**src/rtl/txn_state_pkg.sv**
```systemverilog
// Package: shared encodings for the transactional state controller.
// Assumes one event per cycle, carried as a 3-bit code.
package txn_state_pkg;

    typedef enum logic [1:0] {
        TS_NONTX = 2'b00,
        TS_SUSP  = 2'b01,
        TS_TRANS = 2'b10,
        TS_RSVD  = 2'b11
    } ts_e;

    typedef enum logic [2:0] {
        EV_NONE    = 3'd0,
        EV_BEGIN   = 3'd1,
        EV_END     = 3'd2,
        EV_SUSPEND = 3'd3,
        EV_RESUME  = 3'd4,
        EV_ABORT   = 3'd5,
        EV_EXCEPT  = 3'd6,
        EV_RETURN  = 3'd7
    } ev_e;

    // Live field layout {state, enable}; the return rule depends on it.
    typedef struct packed {
        ts_e  st;
        logic en;
    } live_t;

    localparam live_t LIVE_RESET = '{st: TS_NONTX, en: 1'b0};

    // True for the one return that must not leave suspend.
    function automatic logic keep_suspend(input live_t cur, input live_t req);
        return ({cur.st, cur.en} == 3'b010) && ({req.st, req.en} == 3'b000);
    endfunction

endpackage

```
**src/rtl/txn_evt_decode.sv**
```systemverilog
// Module: txn_evt_decode
// Purely combinational next-state decoder. Given the live field and the
// event of this cycle, it computes the next live field, the checkpoint
// write, the rollback request and the cause update.
// Assumes at most one event per cycle and registered state outside.
module txn_evt_decode
    import txn_state_pkg::*;
#(
    parameter int           CAUSE_W          = 8,
    parameter logic [7:0]   SUSP_ABORT_CAUSE = 8'h81,
    parameter logic [7:0]   EXC_ABORT_CAUSE  = 8'h02
) (
    input  live_t               cur_i,
    input  ev_e                 op_i,
    input  live_t               req_i,
    input  logic [CAUSE_W-1:0]  cause_i,
    input  logic                abort_mode_i,
    output live_t               nxt_o,
    output logic                ckpt_we_o,
    output logic                rb_req_o,
    output logic [CAUSE_W-1:0]  cause_val_o
);

    // Event decode: one case arm per event, anything unlisted holds state.
    always_comb begin
        nxt_o       = cur_i;
        ckpt_we_o   = 1'b0;
        rb_req_o    = 1'b0;
        cause_val_o = cause_i;
        unique case (op_i)
            EV_BEGIN: begin
                if (cur_i.en && cur_i.st == TS_NONTX) begin
                    nxt_o.st  = TS_TRANS;
                    ckpt_we_o = 1'b1;
                end
            end
            EV_END: begin
                if (cur_i.st == TS_TRANS) nxt_o.st = TS_NONTX;
            end
            EV_SUSPEND: begin
                if (cur_i.st == TS_TRANS) begin
                    if (abort_mode_i) begin
                        rb_req_o    = 1'b1;
                        cause_val_o = CAUSE_W'(SUSP_ABORT_CAUSE);
                        nxt_o.st    = TS_NONTX;
                    end else begin
                        nxt_o.st = TS_SUSP;
                    end
                end
            end
            EV_RESUME: begin
                if (cur_i.st == TS_SUSP) nxt_o.st = TS_TRANS;
            end
            EV_ABORT: begin
                if (cur_i.st == TS_TRANS || cur_i.st == TS_SUSP) begin
                    rb_req_o = 1'b1;
                    nxt_o.st = TS_NONTX;
                end
            end
            EV_EXCEPT: begin
                if (abort_mode_i && cur_i.st == TS_TRANS) begin
                    rb_req_o    = 1'b1;
                    cause_val_o = CAUSE_W'(EXC_ABORT_CAUSE);
                    nxt_o.st    = TS_NONTX;
                end else begin
                    nxt_o.en = 1'b0;
                    if (cur_i.st == TS_TRANS) nxt_o.st = TS_SUSP;
                end
            end
            EV_RETURN: begin
                if (req_i.st != TS_RSVD && !keep_suspend(cur_i, req_i))
                    nxt_o = req_i;
            end
            default: begin
            end
        endcase
    end

endmodule

```
**src/rtl/txn_live_reg.sv**
```systemverilog
// Module: txn_live_reg
// Holds the live enable bit and transaction state.
// Assumes the decoder never proposes the reserved state code.
module txn_live_reg
    import txn_state_pkg::*;
(
    input  logic  clk,
    input  logic  rst_n,
    input  live_t nxt_i,
    output live_t live_o
);

    // Live field register with synchronous reset to non-transactional, off.
    always_ff @(posedge clk) begin
        if (!rst_n) live_o <= LIVE_RESET;
        else        live_o <= nxt_i;
    end

    AST_NO_RSVD_STATE: assert property (@(posedge clk) disable iff (!rst_n)
        live_o.st != TS_RSVD);

endmodule

```
**src/rtl/txn_rollback_unit.sv**
```systemverilog
// Module: txn_rollback_unit
// Keeps the checkpoint address and the failure cause, and produces the
// registered rollback pulse with its restart address.
// Assumes a begin and a rollback never happen in the same cycle.
module txn_rollback_unit #(
    parameter int ADDR_W     = 32,
    parameter int CAUSE_W    = 8,
    parameter int INSN_BYTES = 4
) (
    input  logic               clk,
    input  logic               rst_n,
    input  logic               ckpt_we_i,
    input  logic [ADDR_W-1:0]  ckpt_addr_i,
    input  logic               rb_req_i,
    input  logic [CAUSE_W-1:0] cause_val_i,
    output logic               rb_o,
    output logic [ADDR_W-1:0]  restart_o,
    output logic [CAUSE_W-1:0] cause_o
);

    localparam logic [ADDR_W-1:0] STEP = ADDR_W'(INSN_BYTES);

    logic [ADDR_W-1:0] ckpt_q;

    // Checkpoint: latch the begin address when a transaction starts.
    always_ff @(posedge clk) begin
        if (!rst_n)         ckpt_q <= '0;
        else if (ckpt_we_i) ckpt_q <= ckpt_addr_i;
    end

    // Rollback pulse and restart address, zero outside the pulse.
    always_ff @(posedge clk) begin
        if (!rst_n) begin
            rb_o      <= 1'b0;
            restart_o <= '0;
        end else begin
            rb_o      <= rb_req_i;
            restart_o <= rb_req_i ? ckpt_q + STEP : '0;
        end
    end

    // Failure cause: recorded only by an abort that rolls back.
    always_ff @(posedge clk) begin
        if (!rst_n)        cause_o <= '0;
        else if (rb_req_i) cause_o <= cause_val_i;
    end

    AST_CAUSE_ONLY_ON_RB: assert property (@(posedge clk) disable iff (!rst_n)
        !rb_o |-> $stable(cause_o));

endmodule

```
**src/rtl/txn_state_ctrl.sv**
```systemverilog
// Module: txn_state_ctrl (top)
// Tracks transactional state for one hardware thread: decodes one event
// per cycle, updates the live field, and requests rollback on aborts.
// Assumes events arrive synchronously and are valid for one cycle each.
module txn_state_ctrl
    import txn_state_pkg::*;
#(
    parameter int         ADDR_W           = 32,
    parameter int         CAUSE_W          = 8,
    parameter int         INSN_BYTES       = 4,
    parameter logic [7:0] SUSP_ABORT_CAUSE = 8'h81,
    parameter logic [7:0] EXC_ABORT_CAUSE  = 8'h02
) (
    input  logic               clk,
    input  logic               rst_n,
    input  logic [2:0]         evt_op_i,
    input  logic [ADDR_W-1:0]  evt_addr_i,
    input  logic [CAUSE_W-1:0] evt_cause_i,
    input  logic [2:0]         evt_field_i,
    input  logic               abort_on_suspend_i,
    output logic               tm_en_o,
    output logic [1:0]         tx_state_o,
    output logic               rollback_o,
    output logic [ADDR_W-1:0]  restart_addr_o,
    output logic [CAUSE_W-1:0] fail_cause_o,
    output logic               fail_persistent_o
);

    localparam int PERSIST_BIT = CAUSE_W - 1;

    live_t              live_q;
    live_t              live_nxt;
    logic               ckpt_we;
    logic               rb_req;
    logic [CAUSE_W-1:0] cause_val;

    txn_evt_decode #(
        .CAUSE_W         (CAUSE_W),
        .SUSP_ABORT_CAUSE(SUSP_ABORT_CAUSE),
        .EXC_ABORT_CAUSE (EXC_ABORT_CAUSE)
    ) u_decode (
        .cur_i       (live_q),
        .op_i        (ev_e'(evt_op_i)),
        .req_i       (live_t'(evt_field_i)),
        .cause_i     (evt_cause_i),
        .abort_mode_i(abort_on_suspend_i),
        .nxt_o       (live_nxt),
        .ckpt_we_o   (ckpt_we),
        .rb_req_o    (rb_req),
        .cause_val_o (cause_val)
    );

    txn_live_reg u_live (
        .clk   (clk),
        .rst_n (rst_n),
        .nxt_i (live_nxt),
        .live_o(live_q)
    );

    txn_rollback_unit #(
        .ADDR_W    (ADDR_W),
        .CAUSE_W   (CAUSE_W),
        .INSN_BYTES(INSN_BYTES)
    ) u_rollback (
        .clk        (clk),
        .rst_n      (rst_n),
        .ckpt_we_i  (ckpt_we),
        .ckpt_addr_i(evt_addr_i),
        .rb_req_i   (rb_req),
        .cause_val_i(cause_val),
        .rb_o       (rollback_o),
        .restart_o  (restart_addr_o),
        .cause_o    (fail_cause_o)
    );

    assign tm_en_o           = live_q.en;
    assign tx_state_o        = live_q.st;
    assign fail_persistent_o = fail_cause_o[PERSIST_BIT];

    AST_RB_IN_NONTX: assert property (@(posedge clk) disable iff (!rst_n)
        rollback_o |-> tx_state_o == 2'b00);

    AST_RB_ONE_CYCLE: assert property (@(posedge clk) disable iff (!rst_n)
        rollback_o |=> !rollback_o);

    AST_BEGIN_OFF_IGNORED: assert property (@(posedge clk) disable iff (!rst_n)
        ($past(rst_n) && $past(evt_op_i) == 3'd1 && !$past(tm_en_o))
        |-> $stable(tx_state_o));

    AST_EXC_CLEARS_EN: assert property (@(posedge clk) disable iff (!rst_n)
        ($past(rst_n) && $past(evt_op_i) == 3'd6 && !$past(abort_on_suspend_i))
        |-> !tm_en_o);

    AST_SUSP_HELD_ON_RETURN: assert property (@(posedge clk) disable iff (!rst_n)
        ($past(rst_n) && $past(evt_op_i) == 3'd7
         && $past({tx_state_o, tm_en_o}) == 3'b010 && $past(evt_field_i) == 3'b000)
        |-> {tx_state_o, tm_en_o} == 3'b010);

endmodule

```
**config.mk**
```make
export PLATFORM = sky130hd
export DESIGN_NAME = txn_state_ctrl
export DESIGN_NICKNAME = d
export VERILOG_FILES = /design/src/rtl/txn_state_pkg.sv /design/src/rtl/txn_evt_decode.sv /design/src/rtl/txn_live_reg.sv /design/src/rtl/txn_rollback_unit.sv /design/src/rtl/txn_state_ctrl.sv
export SDC_FILE = /design/constraint.sdc
export NUM_CORES = 1
export LEC_CHECK = 0
export ABC_AREA = 1
export BUFFER_PORTS_ARGS = -buffer_cell sky130_fd_sc_hd__buf_2
export CAP_MARGIN = 40
export CELL_PAD_IN_SITES_DETAIL_PLACEMENT = 0
export CELL_PAD_IN_SITES_GLOBAL_PLACEMENT = 1
export CORE_MARGIN = 2
export CORE_UTILIZATION = 33
export DETAILED_ROUTE_END_ITERATION = 16
export PLACE_DENSITY = 0.83
export SYNTH_ARGS = -nofsm -noshare
export SYNTH_HDL_FRONTEND = slang
export SYNTH_HIERARCHICAL = 1
export SYNTH_SLANG_ARGS = --single-unit
```
**constraint.sdc**
```tcl
create_clock -name clk -period 1.8 [get_ports clk]
set_input_delay 0.18 -clock clk [delete_from_list [all_inputs] [get_ports clk]]
set_output_delay 0.18 -clock clk [all_outputs]
set_load 0.02 [all_outputs]
```
== After elaboration in Yosys (flattened, before gate mapping) ==
Index checks and enable logic that the tools add are counted.

* Reduce and logical (&&, ||, !) cells: 13
* $add $sub $neg: 1
* Multiplexer cells: 23
* Eq/ne operators: 19

{| class="wikitable"
|+ Operators by type and width
! cell !! number
|-
| $add A32 B3 Y32 const B || 1
|-
| $mux W8 || 3
|-
| $pmux W8 S2 || 1
|-
| $mux W2 || 7
|-
| $pmux W2 S7 || 1
|-
| $eq A3 B3 Y1 const B || 4
|-
| $ne A2 B1 Y1 const B || 6
|-
| $eq A3 B2 Y1 const B || 3
|-
| $mux W1 || 8
|-
| $reduce_and A8 Y1 || 1
|-
| $reduce_bool A7 Y1 || 1
|-
| $logic_and A1 B1 Y1 || 4
|-
| $ne A2 B2 Y1 const B || 2
|-
| $eq A3 B1 Y1 const B || 1
|-
| $logic_not A3 Y1 || 1
|-
| $mux W3 || 1
|-
| $ne A3 B1 Y1 const B || 1
|-
| $pmux W1 S3 || 1
|-
| $reduce_and A3 Y1 || 1
|-
| $eq A2 B1 Y1 const B || 1
|-
| $eq A2 B2 Y1 const B || 1
|-
| $logic_not A2 Y1 || 1
|-
| $pmux W1 S2 || 1
|-
| $reduce_and A2 Y1 || 1
|-
| 3 further kinds || 3
|}

* Register bits after elaboration: 76
* Word-level logic and storage cells: 62

== Depth between registers and ports, before layout ==
* Depth in word-level cells: 6
* Mapped depth: 12
* Mapped depth without buffers: 11

== Hierarchy ==
The synthesis kept the hierarchy.

{| class="wikitable"
|+ By module, submodules not included
! module !! seq. area each (µm²) !! area each (µm²) !! cells an instance !! instances
|-
| txn_rollback_unit || 1461.4 || 2997.9 || 403 || 1
|-
| txn_evt_decode || 0.0 || 506.7 || 95 || 1
|-
| txn_live_reg || 60.1 || 82.6 || 9 || 1
|-
| txn_state_ctrl || 0.0 || 7.5 || 1 || 1
|}

== Least setup slack after synthesis ==
Ideal clock, no wire load.

* Path type: register -> register
* Start: reg u_live/live_o[1] in the netlist's numbering
* End: reg u_rollback.restart_o[11]
* Period minus slack after synthesis: 2.024 ns
* Setup slack: -0.224 ns
* Cell stages (with the launch flop): 13
* Required time: 1.682 ns
* Arrival: 1.906 ns
* Path through: dfxtp_1 -> inv_1 -> ha_1 -> nand2_1 -> nor2_4 -> nor2_4 -> nand2_1 -> buf_2 -> nand2_2 -> inv_2 -> buf_2 -> o21ai_1 -> nor2_1

* Word-level cells in the longest chain between the ends: 5

{| class="wikitable"
|+ RTL lines
! element !! RTL line !! RTL
|-
| start: declaration || txn_live_reg.sv:10 || <nowiki>output live_t live_o</nowiki>
|-
| start signal: assignment || txn_live_reg.sv:16 || <nowiki>else live_o <= nxt_i;</nowiki>
|-
| $eq A2 B2 Y1 or $eq A2 B1 Y1 (tied branches) || txn_evt_decode.sv:41, txn_evt_decode.sv:55, txn_evt_decode.sv:61 ||
|-
| $logic_and A1 B1 Y1 or $logic_or A1 B1 Y1 (tied branches) || txn_evt_decode.sv:61, txn_evt_decode.sv:55 ||
|-
| $mux W1 (on tied branches) || txn_evt_decode.sv:61, txn_evt_decode.sv:55 ||
|-
| $pmux W1 S3 (*) || txn_evt_decode.sv:30 || <nowiki>unique case (op_i)</nowiki>
|-
| net rb_req || txn_state_ctrl.sv:34 || <nowiki>logic rb_req;</nowiki>
|-
| $reduce_and A2 Y1 (no line) (*) || - ||
|-
| end signal: assignment || txn_rollback_unit.sv:38 || <nowiki>restart_o <= rb_req_i ? ckpt_q + STEP : '0;</nowiki>
|-
| end: declaration || txn_rollback_unit.sv:17 || <nowiki>output logic [ADDR_W-1:0] restart_o,</nowiki>
|}

The timed path passes the listed nets; every way through them passes the cells marked *.
A chain may end at the register's enable or synchronous reset.

== Final worst setup path ==
* Start: reg u_live/live_o[1] in the netlist's numbering
* End: reg u_rollback.cause_o[3]

* Word-level cells in the longest chain between the ends: 4

{| class="wikitable"
|+ RTL lines
! element !! RTL line !! RTL
|-
| $eq A2 B2 Y1 or $eq A2 B1 Y1 (tied branches) || txn_evt_decode.sv:41, txn_evt_decode.sv:55, txn_evt_decode.sv:61 ||
|-
| $logic_and A1 B1 Y1 or $logic_or A1 B1 Y1 (tied branches) || txn_evt_decode.sv:61, txn_evt_decode.sv:55 ||
|-
| $mux W1 (on tied branches) || txn_evt_decode.sv:61, txn_evt_decode.sv:55 ||
|-
| $pmux W1 S3 (*) || txn_evt_decode.sv:30 ||
|-
| net rb_req || txn_state_ctrl.sv:34 ||
|-
| end signal: assignment || txn_rollback_unit.sv:45 || <nowiki>else if (rb_req_i) cause_o <= cause_val_i;</nowiki>
|-
| end: declaration || txn_rollback_unit.sv:18 || <nowiki>output logic [CAUSE_W-1:0] cause_o</nowiki>
|}

Marked as above.

==> results.sh <==
export IMPL_cts_setup_buffers=0
export IMPL_initial_utilization_pct=33.5
export IMPL_maxSlewViolCount=0
export IMPL_cts_buffer_depth=2
export IMPL_drc=0
export IMPL_yosysWarnings=6
export IMPL_grt_antenna_before_repair=1
export IMPL_layout_common_cells="117 x nor2_1, 93 x buf_2, 90 x nand2_1"
export IMPL_setup_viol=0
export IMPL_grt_usage_pct=17.0
export IMPL_postLayoutCoreUtil_pct=42.0
export IMPL_wirelength_um=9290
export IMPL_maxCapViolations=0
export IMPL_path_max_fanout=9
export IMPL_cts_buffers=9
export IMPL_die_h_um=108
export IMPL_tightestPinTransition_ps=304
export IMPL_powerDensity_nw_per_um2=742
export IMPL_io_pins=94
export IMPL_end_kind="flip-flop"
export IMPL_whs_path_depth=3
export IMPL_std_cell_rows=38
export IMPL_overflow=0
export IMPL_drt_pass1_iter_count=4
export IMPL_via_per_inst=4.57
export IMPL_grt_first_pass_wirelength_um=15400
export IMPL_hold_violations=0
export IMPL_fin_cells=749
export IMPL_reg2reg_to="u_rollback/cause_o[3]"
export IMPL_cp_arrival_ps=1920
export IMPL_synthesis_area_um2=3590
export IMPL_areaGrowthSynthToFinish_pct=25.5
export IMPL_htreeDepth=3
export IMPL_dp_hpwl_um=7070
export IMPL_final_common_cell="nor2_1"
export IMPL_fin_skew_ps=7.27
export IMPL_synth_nets=562
export IMPL_die_w_um=108
export IMPL_maxClockFrequency_ghz=0.596
export IMPL_ys_types=30
export IMPL_path_cells="inv_2, ha_2, nand2_2, nor2_4, nor2_4, nand2_2, buf_6, clkinvlp_4, nor2_1, nor2_1"
export IMPL_antenna_cells=0
export IMPL_register_area_um2=1530
export IMPL_rsz0062_at_grt="true"
export IMPL_ir_drop_mv=0.358
export IMPL_slowest_stage="dfxtp_4"
export IMPL_clock_sinks=76
export IMPL_cts_tree="done"
export IMPL_clockRootBuffer="clkbuf_8"
export IMPL_yosysSeqAreaShare_pct=42.3
export IMPL_nets=659
export IMPL_core_area_um2=10700
export IMPL_dp_cells=734
export IMPL_p_leak_nw=2.08
export IMPL_avgSynthCellArea_um2=7.08
export IMPL_gp_congestion=0.867
export IMPL_ant_nets=0
export IMPL_wl_per_cell_um=12.4
export IMPL_grt_max_degree=38
export IMPL_grt_pass1_vias=3383
export IMPL_ys_ff_latch=76
export IMPL_crit_required_ps=2040
export IMPL_hold_path_class="in2reg"
export IMPL_cts_clk_slew_worst_paths_ps=80
export IMPL_fin_crit_ps=1680
export IMPL_drtIter0Drc=107
export IMPL_io_buffers=93
export IMPL_rr_startpoint="u_live/live_o[1]"
export IMPL_syn_inst=508
export IMPL_startpoint_type="flip-flop"
export IMPL_crit_path_max_incr_delay_ps=350
export IMPL_path_class="reg2reg"
export IMPL_nFillCells=1175
export IMPL_dieArea_um2=11700
export IMPL_reg2regPathDepth=10
export IMPL_multi_input_area_um2=1820
export IMPL_num_vias=3423
export IMPL_rrSetupSlack_ps=120
export IMPL_period_share_pct=93.2
export IMPL_drive_gt1_share_pct=28.2
export IMPL_clk_latency_ps=350
export IMPL_slew_headroom_pct=79.8
export IMPL_status="complete, no violations"
export IMPL_min_delay_start="evt_addr_i[23]"
export IMPL_hold_end="u_rollback/ckpt_q[23]"
## registers in the layout, summed over array words and instances (netlist names)
name and flops:
u_rollback/cause_o 8, u_live/live_o 3, u_rollback/restart_o 32, u_rollback/rb_o 1
u_rollback/ckpt_q 32
## routing by layer
layer | routed length [um] | track usage, % | vias up
li1 | - | - | 1806
met1 | 4170 | 19.5 | 1526
met3 | 512 | 5.36 | 14
met5 | 11 | 0 | -
met2 | 4410 | 29.5 | 75
met4 | 184 | 6.23 | 2
## how the worst max path moves through the flow
| stage | startpoint | end | slack [ps] | depth (start not counted) |
|---|---|---|---|---|
| after floorplan | u_live/live_o[1] | u_rollback/restart_o[11] | 10 | 12 |
| after global placement | u_live/live_o[1] | u_rollback/cause_o[7] | 80 | 10 |
| after detailed placement | u_live/live_o[1] | u_rollback/cause_o[4] | 20 | 10 |
| after CTS | u_live/live_o[1] | u_rollback/cause_o[4] | 10 | 10 |
| after global routing | u_live/live_o[1] | u_rollback/cause_o[1] | -20 | 10 |
| final | u_live/live_o[1] | u_rollback/cause_o[3] | 120 | 10 |
## stage by stage
| stage | setup slack [ps] | hold WS, ps | cell area, um^2 | total power, mW | setup TNS (ps) |
|---|---|---|---|---|---|
| floorplan | 14.0 | 273 | 3610 | 1.85 | 0 |
| global placement | 79.6 | 401 | 4260 | 1.93 | 0 |
| detailed placement | 15.2 | 412 | 4260 | 1.94 | 0 |
| CTS | 11.7 | 33.1 | 4480 | 3.40 | 0 |
| global route | -16.1 | 36.5 | 4510 | 3.50 | -27.2 |
| finish | 122 | 52.0 | 4510 | 3.35 | 0 |
## what timing repair did
action | CTS | global route
endpoints found under the hold margin | 0 | 0
resized for setup | 0 | 10
hold buffers | 0 | 0
endpoints found under the setup margin | 0 | 56
## cells in the mapped netlist
| master | instances | area (um^2) |
|---|---|---|
| nand3b_1 | 1 | 7.51 |
| clkbuf_1 | 6 | 22.5 |
| and2_1 | 1 | 6.26 |
| nand4_1 | 3 | 18.8 |
| inv_4 | 3 | 18.8 |
| nor2_8 | 4 | 80.1 |
| clkinv_1 | 1 | 3.75 |
| buf_6 | 3 | 33.8 |
| buf_4 | 1 | 7.51 |
| nor2_4 | 7 | 78.8 |
| nor2_2 | 12 | 75.1 |
| nor2_1 | 119 | 447 |
| o21a_1 | 2 | 15.0 |
| a21oi_1 | 34 | 170 |
| ha_1 | 5 | 62.6 |
| nand3_2 | 2 | 20.0 |
| nor4_1 | 1 | 6.26 |
| dfxtp_1 | 76 | 1520 |
| nand2_4 | 3 | 33.8 |
| a21oi_2 | 1 | 8.76 |
| xor2_1 | 1 | 8.76 |
| inv_2 | 5 | 18.8 |
| inv_1 | 39 | 146 |
| buf_2 | 7 | 35.0 |
| nand2_1 | 92 | 345 |
| nor3_1 | 2 | 10.0 |
| o21ai_0 | 48 | 240 |
| nand2_2 | 6 | 37.5 |
| o21ai_1 | 1 | 5.00 |
| nand3_1 | 22 | 110 |
## worst max-delay path: cells and delay by family (launching register included)
family | cells | cell delay (ps)
AND/OR/NAND/NOR | 6 | 600
adder cells (fa/ha/maj) | 1 | 200
flip-flops | 1 | 350
buffers and inverters | 3 | 420
## power breakdown
| group | switching, mW | internal, mW | total (mW) |
|---|---|---|---|
| Clock | 0.600 | 0.847 | 1.45 |
| Sequential | 0.00898 | 1.69 | 1.70 |
| Combinational | 0.117 | 0.0826 | 0.200 |
## layout make-up
type / instances / area share [%]
inverters: 48 / 4.30
repair buffers: 103 / 12.6
well taps: 140 / 3.88
clock inverters: 4 / 1.58
multi-input cells: 367 / 40.4
flip-flops and latches: 76 / 33.8
clock buffers: 11 / 3.36
## cell families after synthesis
logic type / after synthesis / synth area share, %
DFF: 76 / 42.3
buffers and inverters: 65 / 7.97
adders and majority gates: 5 / 1.74
and+or+nand+nor: 275 / 35.5
AOI/OAI and AO/OA: 86 / 12.2
xor gates and xnor gates: 1 / 0.244
(Power assumes the default switching activity.)
